### src/rtl/srx_pkg.sv
package srx_pkg;

    typedef enum logic [1:0] {
        RX_OFF   = 2'd0,
        RX_INIT  = 2'd1,
        RX_SHIFT = 2'd2,
        RX_HOLD  = 2'd3
    } rx_state_e;

    localparam int unsigned REG_W    = 8;
    localparam int unsigned BIT_RXEN = 0;
    localparam int unsigned BIT_IE   = 1;
    localparam int unsigned BIT_FULL = 6;
    localparam int unsigned BIT_OVR  = 7;

    localparam logic ADDR_CTRL = 1'b0;
    localparam logic ADDR_DATA = 1'b1;

endpackage

### src/rtl/srx_edge_sync.sv
module srx_edge_sync #(
    parameter int unsigned STAGES = 2
) (
    input  logic clk,
    input  logic rst_n,
    input  logic sclk_i,
    input  logic sdat_i,
    output logic sclk_rise,
    output logic sdat_s
);

    localparam int unsigned TOP = STAGES - 1;

    logic [STAGES-1:0] clk_chain;
    logic [STAGES-1:0] dat_chain;
    logic              clk_prev;

    generate
        for (genvar g = 0; g < STAGES; g++) begin : g_stage
            if (g == 0) begin : g_first
                always_ff @(posedge clk or negedge rst_n) begin
                    if (!rst_n) begin
                        clk_chain[g] <= 1'b0;
                        dat_chain[g] <= 1'b0;
                    end else begin
                        clk_chain[g] <= sclk_i;
                        dat_chain[g] <= sdat_i;
                    end
                end
            end else begin : g_next
                always_ff @(posedge clk or negedge rst_n) begin
                    if (!rst_n) begin
                        clk_chain[g] <= 1'b0;
                        dat_chain[g] <= 1'b0;
                    end else begin
                        clk_chain[g] <= clk_chain[g-1];
                        dat_chain[g] <= dat_chain[g-1];
                    end
                end
            end
        end
    endgenerate

    always_ff @(posedge clk or negedge rst_n) begin
        if (!rst_n) begin
            clk_prev <= 1'b0;
        end else begin
            clk_prev <= clk_chain[TOP];
        end
    end

    assign sclk_rise = clk_chain[TOP] & ~clk_prev;
    assign sdat_s    = dat_chain[TOP];

endmodule

### src/rtl/srx_shifter.sv
module srx_shifter
    import srx_pkg::*;
#(
    parameter int unsigned CHAR_W = 8
) (
    input  logic              clk,
    input  logic              rst_n,
    input  logic              rx_en,
    input  logic              frozen,
    input  logic              sclk_rise,
    input  logic              sdat_s,
    output logic              char_done,
    output logic [CHAR_W-1:0] char_data
);

    localparam int unsigned       CNT_W = (CHAR_W > 2) ? $clog2(CHAR_W) : 1;
    localparam logic [CNT_W-1:0]  LAST  = CNT_W'(CHAR_W - 1);

    rx_state_e         state_q;
    rx_state_e         state_d;
    logic [CNT_W-1:0]  bit_cnt;
    logic [CHAR_W-1:0] shreg;
    logic              take_bit;

    // state register
    always_ff @(posedge clk or negedge rst_n) begin
        if (!rst_n) begin
            state_q <= RX_OFF;
        end else begin
            state_q <= state_d;
        end
    end

    // next state and outputs
    always_comb begin
        state_d   = state_q;
        take_bit  = 1'b0;
        char_done = 1'b0;
        unique case (state_q)
            RX_OFF: begin
                if (rx_en) state_d = RX_INIT;
            end
            RX_INIT: begin
                if (!rx_en)      state_d = RX_OFF;
                else if (frozen) state_d = RX_HOLD;
                else             state_d = RX_SHIFT;
            end
            RX_SHIFT: begin
                if (!rx_en) begin
                    state_d = RX_OFF;
                end else if (frozen) begin
                    state_d = RX_HOLD;
                end else if (sclk_rise) begin
                    take_bit  = 1'b1;
                    char_done = (bit_cnt == LAST);
                end
            end
            RX_HOLD: begin
                if (!rx_en)       state_d = RX_OFF;
                else if (!frozen) state_d = RX_INIT;
            end
            default: state_d = RX_OFF;
        endcase
    end

    assign char_data = {sdat_s, shreg[CHAR_W-1:1]};

    always_ff @(posedge clk or negedge rst_n) begin
        if (!rst_n) begin
            bit_cnt <= '0;
            shreg   <= '0;
        end else if (state_q != RX_SHIFT) begin
            bit_cnt <= '0;
            shreg   <= '0;
        end else if (take_bit) begin
            shreg   <= char_data;
            bit_cnt <= (bit_cnt == LAST) ? '0 : bit_cnt + 1'b1;
        end
    end

endmodule

### src/rtl/srx_regs.sv
module srx_regs
    import srx_pkg::*;
#(
    parameter int unsigned CHAR_W = 8
) (
    input  logic              clk,
    input  logic              rst_n,
    input  logic              char_done,
    input  logic [CHAR_W-1:0] char_data,
    input  logic              reg_addr,
    input  logic              reg_wr,
    input  logic [REG_W-1:0]  reg_wdata,
    output logic [REG_W-1:0]  reg_rdata,
    output logic              rx_en,
    output logic              irq_en,
    output logic              full,
    output logic              ovr,
    output logic [CHAR_W-1:0] rx_data,
    output logic              irq_data,
    output logic              irq_err
);

    logic ctrl_wr;
    logic full_clr;
    logic ovr_clr;
    logic full_after_clr;
    logic accept;
    logic overrun_hit;
    logic unused_wbits;

    assign ctrl_wr        = reg_wr && (reg_addr == ADDR_CTRL);
    assign full_clr       = ctrl_wr && !reg_wdata[BIT_FULL];
    assign ovr_clr        = ctrl_wr && !reg_wdata[BIT_OVR];
    assign full_after_clr = full && !full_clr;
    assign accept         = char_done && !ovr && !full_after_clr;
    assign overrun_hit    = char_done && !ovr && full_after_clr;
    assign unused_wbits   = ^reg_wdata[BIT_FULL-1:BIT_IE+1];

    always_ff @(posedge clk or negedge rst_n) begin
        if (!rst_n) begin
            rx_en  <= 1'b0;
            irq_en <= 1'b0;
        end else if (ctrl_wr) begin
            rx_en  <= reg_wdata[BIT_RXEN];
            irq_en <= reg_wdata[BIT_IE];
        end
    end

    always_ff @(posedge clk or negedge rst_n) begin
        if (!rst_n) begin
            full <= 1'b0;
        end else if (accept) begin
            full <= 1'b1;
        end else if (full_clr) begin
            full <= 1'b0;
        end
    end

    always_ff @(posedge clk or negedge rst_n) begin
        if (!rst_n) begin
            ovr <= 1'b0;
        end else if (overrun_hit) begin
            ovr <= 1'b1;
        end else if (ovr_clr) begin
            ovr <= 1'b0;
        end
    end

    always_ff @(posedge clk or negedge rst_n) begin
        if (!rst_n) begin
            rx_data <= '0;
        end else if (accept) begin
            rx_data <= char_data;
        end
    end

    always_comb begin
        reg_rdata = '0;
        if (reg_addr == ADDR_CTRL) begin
            reg_rdata[BIT_RXEN] = rx_en;
            reg_rdata[BIT_IE]   = irq_en;
            reg_rdata[BIT_FULL] = full;
            reg_rdata[BIT_OVR]  = ovr;
        end else begin
            reg_rdata[CHAR_W-1:0] = rx_data;
        end
    end

    assign irq_data = full & irq_en;
    assign irq_err  = ovr & irq_en;

endmodule

### src/rtl/sync_serial_rx.sv
module sync_serial_rx
    import srx_pkg::*;
#(
    parameter int unsigned CHAR_W      = 8,
    parameter int unsigned SYNC_STAGES = 2
) (
    input  logic       clk,
    input  logic       rst_n,
    input  logic       sclk_i,
    input  logic       sdat_i,
    input  logic       reg_addr,
    input  logic       reg_wr,
    input  logic [7:0] reg_wdata,
    output logic [7:0] reg_rdata,
    output logic       irq_data_o,
    output logic       irq_err_o
);

    logic              sclk_rise;
    logic              sdat_s;
    logic              rx_en;
    logic              irq_en;
    logic              full;
    logic              ovr;
    logic              char_done;
    logic [CHAR_W-1:0] char_data;
    logic [CHAR_W-1:0] rx_data;

    srx_edge_sync #(
        .STAGES (SYNC_STAGES)
    ) u_sync (
        .clk       (clk),
        .rst_n     (rst_n),
        .sclk_i    (sclk_i),
        .sdat_i    (sdat_i),
        .sclk_rise (sclk_rise),
        .sdat_s    (sdat_s)
    );

    srx_shifter #(
        .CHAR_W (CHAR_W)
    ) u_shift (
        .clk       (clk),
        .rst_n     (rst_n),
        .rx_en     (rx_en),
        .frozen    (ovr),
        .sclk_rise (sclk_rise),
        .sdat_s    (sdat_s),
        .char_done (char_done),
        .char_data (char_data)
    );

    srx_regs #(
        .CHAR_W (CHAR_W)
    ) u_regs (
        .clk       (clk),
        .rst_n     (rst_n),
        .char_done (char_done),
        .char_data (char_data),
        .reg_addr  (reg_addr),
        .reg_wr    (reg_wr),
        .reg_wdata (reg_wdata),
        .reg_rdata (reg_rdata),
        .rx_en     (rx_en),
        .irq_en    (irq_en),
        .full      (full),
        .ovr       (ovr),
        .rx_data   (rx_data),
        .irq_data  (irq_data_o),
        .irq_err   (irq_err_o)
    );

endmodule

### config.mk
export PLATFORM = sky130hd
export DESIGN_NAME = sync_serial_rx
export DESIGN_NICKNAME = d
export VERILOG_FILES = /design/src/rtl/srx_pkg.sv /design/src/rtl/srx_edge_sync.sv /design/src/rtl/srx_shifter.sv /design/src/rtl/srx_regs.sv /design/src/rtl/sync_serial_rx.sv
export SDC_FILE = /design/constraint.sdc
export NUM_CORES = 1
export LEC_CHECK = 0
export BUFFER_PORTS_ARGS = -buffer_cell sky130_fd_sc_hd__clkbuf_2
export CORE_AREA = 2 2 57 49
export CTS_CLUSTER_DIAMETER = 60
export DETAILED_ROUTE_END_ITERATION = 10
export DIE_AREA = 0 0 59 51
export PLACE_DENSITY = 0.75
export SKIP_CTS_REPAIR_TIMING = 1
export SYNTH_ARGS = -nofsm -noshare
export SYNTH_HDL_FRONTEND = slang
export SYNTH_SLANG_ARGS = --single-unit
### constraint.sdc
create_clock -name clk -period 1.9 [get_ports clk]
set_input_delay 0.095 -clock clk [delete_from_list [all_inputs] [get_ports clk]]
set_output_delay 0.095 -clock clk [all_outputs]
set_load 0.005 [all_outputs]
# After elaboration in Yosys (flattened, before gate mapping)

Index checks and enable logic that the tools add are counted.

Logic and storage cells: 72
Bits in registers: 30
Output and inout bits: 10
Input bits: 14

Reduce and logical (&&, ||, !) cells: 17
Multiplexer cells: 28
Add/subtract/negate cells: 1
Bitwise gates (word level): 5
Equal/unequal tests: 8

Operators with widths:

| cell                  | count |
|---|---|
| $mux W2               | 8 |
| $mux W8               | 2 |
| $mux W1               | 13 |
| $mux W3               | 3 |
| $pmux W2 S4           | 1 |
| $logic_and A1 B1 Y1   | 7 |
| $ne A3 B3 Y1 const B  | 2 |
| $reduce_bool A2 Y1    | 3 |
| $logic_not A1 Y1      | 5 |
| $eq A2 B2 Y1 const B  | 2 |
| $mux W4               | 1 |
| $add A3 B1 Y3 const B | 1 |
| $and A1 B1 Y1         | 3 |
| $eq A3 B3 Y1 const B  | 1 |
| $reduce_and A3 Y1     | 1 |
| $eq A2 B1 Y1 const B  | 1 |
| $logic_not A2 Y1      | 1 |
| $ne A2 B1 Y1 const B  | 1 |
| $ne A2 B2 Y1 const B  | 1 |
| $not A1 Y1            | 2 |

# Longest topological paths before layout

Depth in word-level cells: 9
Gate-level depth with buffers: 5
Gate-level depth less buffers: 5

# Cells and area by module

A second synthesis with hierarchy kept.

Cells, all modules: 98
Area total of the unflattened synthesis: 1332.5 um^2

By module, submodules not included:

| module        | area each (um^2) | cells an instance | seq. area each (um^2) | instances |
|---|---|---|---|---|
| srx_shifter   | 611.8            | 50                | 300.3                 | 1 |
| srx_regs      | 581.8            | 42                | 300.3                 | 1 |
| srx_edge_sync | 138.9            | 6                 | 125.1                 | 1 |

# Worst setup path after synthesis

Ideal clock, no wire load.

Path type: flip-flop to flip-flop
Start point: register u_regs.ovr
End point: register u_regs.rx_data[0]
Clock period less this slack: 1.722 ns
Cell stages (with the launch flop): 4
Arrival time: 1.597 ns
Path slack: 0.178 ns
Cell sequence: dfrtp_1 -> nand4bb_1 -> a2111oi_4 -> mux2_2

Word-level cells in the longest chain between the ends: 5

Ends and longest elaborated chain:

| item                                 | RTL line          | source |
|---|---|---|
| start: declaration                   | srx_regs.sv:17    | `output logic ovr,` |
| start signal: assignment             | srx_regs.sv:61    | `ovr <= 1'b0;` |
| start signal: assignment             | srx_regs.sv:63    | `ovr <= 1'b1;` |
| start signal: assignment             | srx_regs.sv:65    | `ovr <= 1'b0;` |
| $mux W1                              | srx_shifter.sv:51 | `end else if (frozen) begin` |
| $mux W1                              | srx_shifter.sv:49 | `if (!rx_en) begin` |
| $mux W1                              | srx_shifter.sv:39 | `unique case (state_q)` |
| $logic_and A1 B1 Y1 (*) (2 in a row) | srx_regs.sv:35    | `assign accept = char_done && !ovr && !full_after_clr;` |
| end signal: assignment               | srx_regs.sv:73    | `rx_data <= char_data;` |
| end: declaration                     | srx_regs.sv:18    | `output logic [CHAR_W-1:0] rx_data,` |

Every way passes the cells marked *; elsewhere a longest branch is shown, timed or not.
A chain may end at the register's enable or synchronous reset.

# Worst setup path in the final report

Start point: register u_shift.bit_cnt[0]
End point: register u_regs.rx_data[7]

Word-level cells in the longest chain between the ends: 7

Ends and longest elaborated chain:

| item                             | RTL line          | source |
|---|---|---|
| start: declaration               | srx_shifter.sv:21 | `logic [CNT_W-1:0] bit_cnt;` |
| start signal: assignment         | srx_shifter.sv:77 | `bit_cnt <= (bit_cnt == LAST) ? '0 : bit_cnt + 1'b1;` |
| $eq A3 B3 Y1                     | srx_shifter.sv:55 | `char_done = (bit_cnt == LAST);` |
| $mux W1                          | srx_shifter.sv:53 | `end else if (sclk_rise) begin` |
| $mux W1                          | srx_shifter.sv:51 |  |
| $mux W1                          | srx_shifter.sv:49 |  |
| $mux W1                          | srx_shifter.sv:39 |  |
| $logic_and A1 B1 Y1 (2 in a row) | srx_regs.sv:35    |  |

No other way between the ends.

==> summary.md <==
| Metric | Value |
|---|---|
| Yosys cell types | `21` |
| CP Cell Sequence | `ha_1, ha_1, nand2b_1, a2111oi_4, buf_4, mux2_2` |
| CTS tree | `built` |
| Final Util | `0.5977` |
| Total power | `1096 uW` |
| Biggest cell delay along the critical path | `0.38 ns` |
| Worst-Skew Late Latency | `0.31 ns` |
| RSZ-0062 raised after global routing | `false` |
| GRT overflow | `0` |
| Clock skew | `around 0.0035 ns` |
| Initial core utilization | `0.4905` |
| DRC Markers | `0` |
| Mapped Cells | `between 100 and 150` |
| Fin Setup TNS | `0 ns` |
| Delay-heaviest family, CP | `flip-flops` |
| CP max FO | `8` |
| Area grow syn2layout | `21.85%` |
| Initial DRC count | `16` |
| Hold Crit Depth | `3` |
| Ratio of final minimum period to clock period | `0.8936` |
| Avg WL per Cell | `13.23 microns` |
| Yosys reg bits | `29` |
| Netlist area before placement | `1231 sq um` |
| Worst-Margin Slew | `a little over 0.7 ns` |
| Hold Crit Class | `primary input to register` |
| Layout fillers | `211` |
| Setup-failing EPs final | `0` |
| # IOs | `24` |
| Total clock sinks | `29` |
| Via density | `roughly 5.3` |
| Max Root-Sink Buffers | `2` |
| Post-Layout Inst Area | `~1500 sq um` |
| Critical path type | `register to register` |
| CP Buf/Inv Count | `1` |
| P_leak | `0.0007268 uW` |
| Placer Congestion | `0.7567` |
| DIE AREA | `3009 sq um` |
| Clock root cell | `clkbuf_4` |
| DRT Pass-1 Iters | `5` |
| DP Area | `around 1400 sq um` |
| First-pass GRT wire length | `3684 microns` |
| Vias in the first global route | `855` |
| I/O Buffers | `19` |
| Sequential area share after synthesis | `0.5894` |
| H-tree depth | `2` |
| Final WL | `2262 microns` |
| Fin. Hold Viols | `0` |
| CP Launch Type | `register` |
| Most common cell after layout, fill and taps aside | `dfrtp_1` |
| Max-cap violations | `0` |
| DIE WIDTH | `59 microns` |
| Ant. Diodes | `0` |
| Max Slew Vio Count | `0` |
| Yosys warnings | `0` |
| Initial antenna violation count | `0` |
| Setup crit end kind | `register` |
| Routed vias | `roughly 900` |
| F_max | `589.0 MHz` |
| Pwr/cell area | `730.6 nW/um^2` |
| Cts bufs inserted | `5` |
| Core area | `between 2000 and 3000 sq um` |
| Dpl hpwl | `1596 microns` |
| Num rows | `17` |
| CP arrival | `approximately 1.9 ns` |
| Largest net degree at the start of global routing | `30` |
| Final min period | `1.698 ns` |
| Mean Syn Cell Area | `~11 sq um` |
| Clk slew on worst S/H paths | `0.09 ns` |
| Final ANT Viol Nets | `0` |
| Commonest cells after routing, fill and taps aside | `dfrtp_1 (29), nand2_1 (27), clkbuf_2 (19), mux2_2 (11), a21oi_1 (10)` |
| Slowest cell on the critical path | `dfrtp_1` |
| Nets | `~160` |
| CP required | `2.11 ns` |
| GRT Overall Usage | `0.1727` |
| Non-Filler Instances | `171` |
| Height of the die | `~51 microns` |
| CP most frequent cell | `ha_1` |
| Worst vdd rail ir drop | `0.0003787 V` |
| Slew headroom | `0.5207` |
| Layout cell share with drive strength beyond 1 | `0.3217` |
| Status | `finished, final reports clean` |
| Worst path depth | `6` |
| Syn nets | `124` |
| Placed instance count | `158` |
| FF-to-FF path depth | `6` |
[power breakdown]
part           internal, uW  switching [uW]
combinational          46.9            56.3
sequential              636            15.7
clock                   141             200
[cells by family (layout without fill, tap and decap cells)]
family,count (synthesis),in the layout,share of synthesized area
flops,29,29,0.5894
buf+inv,5,40,0.01524
mux,11,11,0.1006
simple gates,43,43,0.1768
xor+xnor,1,1,0.007115
compound gates,17,17,0.09046
fa+ha+maj,2,2,0.02032
[layer usage]
| metal | track usage | up-vias | part of all wire |
|---|---|---|---|
| met2 | 0.2852 | 32 | 0.48 |
| met1 | 0.2003 | 433 | 0.46 |
| met3 | 0.07595 | 2 | 0.057 |
| met4 | 0.05682 | 0 | 0.0062 |
| li1 | - | 435 | - |
| met5 | 0 | - | 0 |
[cell type report]
class,count,area [sq um],area share
flip-flops and latches,29,725.7,0.4837
inverters,1,3.754,0.002502
well taps,28,35.03,0.02335
clock inverters,2,10.01,0.006672
multi-input cells,74,486.7,0.3244
clock buffers,6,41.29,0.02752
repair buffers,31,197.7,0.1318
[per-stage QoR]
| stage | hold WS, ns | worst slack (ns) |
|---|---|---|
| global route | 0.03532 | 0.03655 |
| finish | 0.05528 | 0.2021 |
| global placement | 0.1741 | 0.2513 |
| detailed placement | 0.1810 | 0.1978 |
| floorplan | -0.2006 | 0.1782 |
| CTS | -0.1727 | 0.1785 |
[cell usage after synthesis (all sizes together)]
library cell	n	area (sq um)
nand2	27	101.4
xor2	1	8.760
nand4bb	1	11.26
clkbuf	4	15.01
a21oi	10	50.05
inv	1	3.750
dfrtp	29	725.7
ha	2	25.02
nand3b	1	7.510
or3b	1	11.26
a2111oi	1	27.53
nand2b	2	12.51
a21boi	1	7.510
o21ai	4	20.02
or2b	1	7.510
nor2b	1	6.260
mux2	11	123.9
and2	6	37.54
a31oi	1	6.260
nor4bb	1	10.01
or3	2	12.51
[final timing paths]
check | slack, ns | startpoint | end
setup / recovery | 0.20 | u_shift.bit_cnt[0]$_DFFE_PN0P_ | u_regs.rx_data[7]$_DFFE_PN0P_
hold / removal | 0.06 | reg_wdata[7] | u_regs.ovr$_DFFE_PN0P_
setup reg to reg | 0.20 | u_shift.bit_cnt[0]$_DFFE_PN0P_ | u_regs.rx_data[7]$_DFFE_PN0P_
hold reg to reg | 0.37 | u_sync.dat_chain[0]$_DFF_PN0_ | u_sync.sdat_s$_DFF_PN0_
max in group asynchronous | 1.09 | rst_n | u_regs.irq_en$_DFFE_PN0N_
min in group asynchronous | 0.36 | rst_n | u_regs.rx_data[4]$_DFFE_PN0P_
[state kept, by name (all words and copies together), names as in the netlist]
| name | count |
|---|---|
| u_sync.dat_chain | 1 |
| u_regs.ovr | 1 |
| u_sync.clk_prev | 1 |
| u_shift.shreg | 7 |
| u_sync.clk_chain | 2 |
| u_shift.state_q | 2 |
| u_regs.irq_en | 1 |
| u_regs.full | 1 |
| u_shift.bit_cnt | 3 |
| u_sync.sdat_s | 1 |
| u_regs.rx_en | 1 |
| u_regs.rx_data | 8 |
[worst reg2reg max path, cell delays in order (launching register included)]
cell	delay, ns
dfrtp_1	0.38
ha_1	0.15
ha_1	0.19
nand2b_1	0.11
a2111oi_4	0.19
buf_4	0.22
mux2_2	0.35
Note: power is estimated with default switching activity, not from simulation.
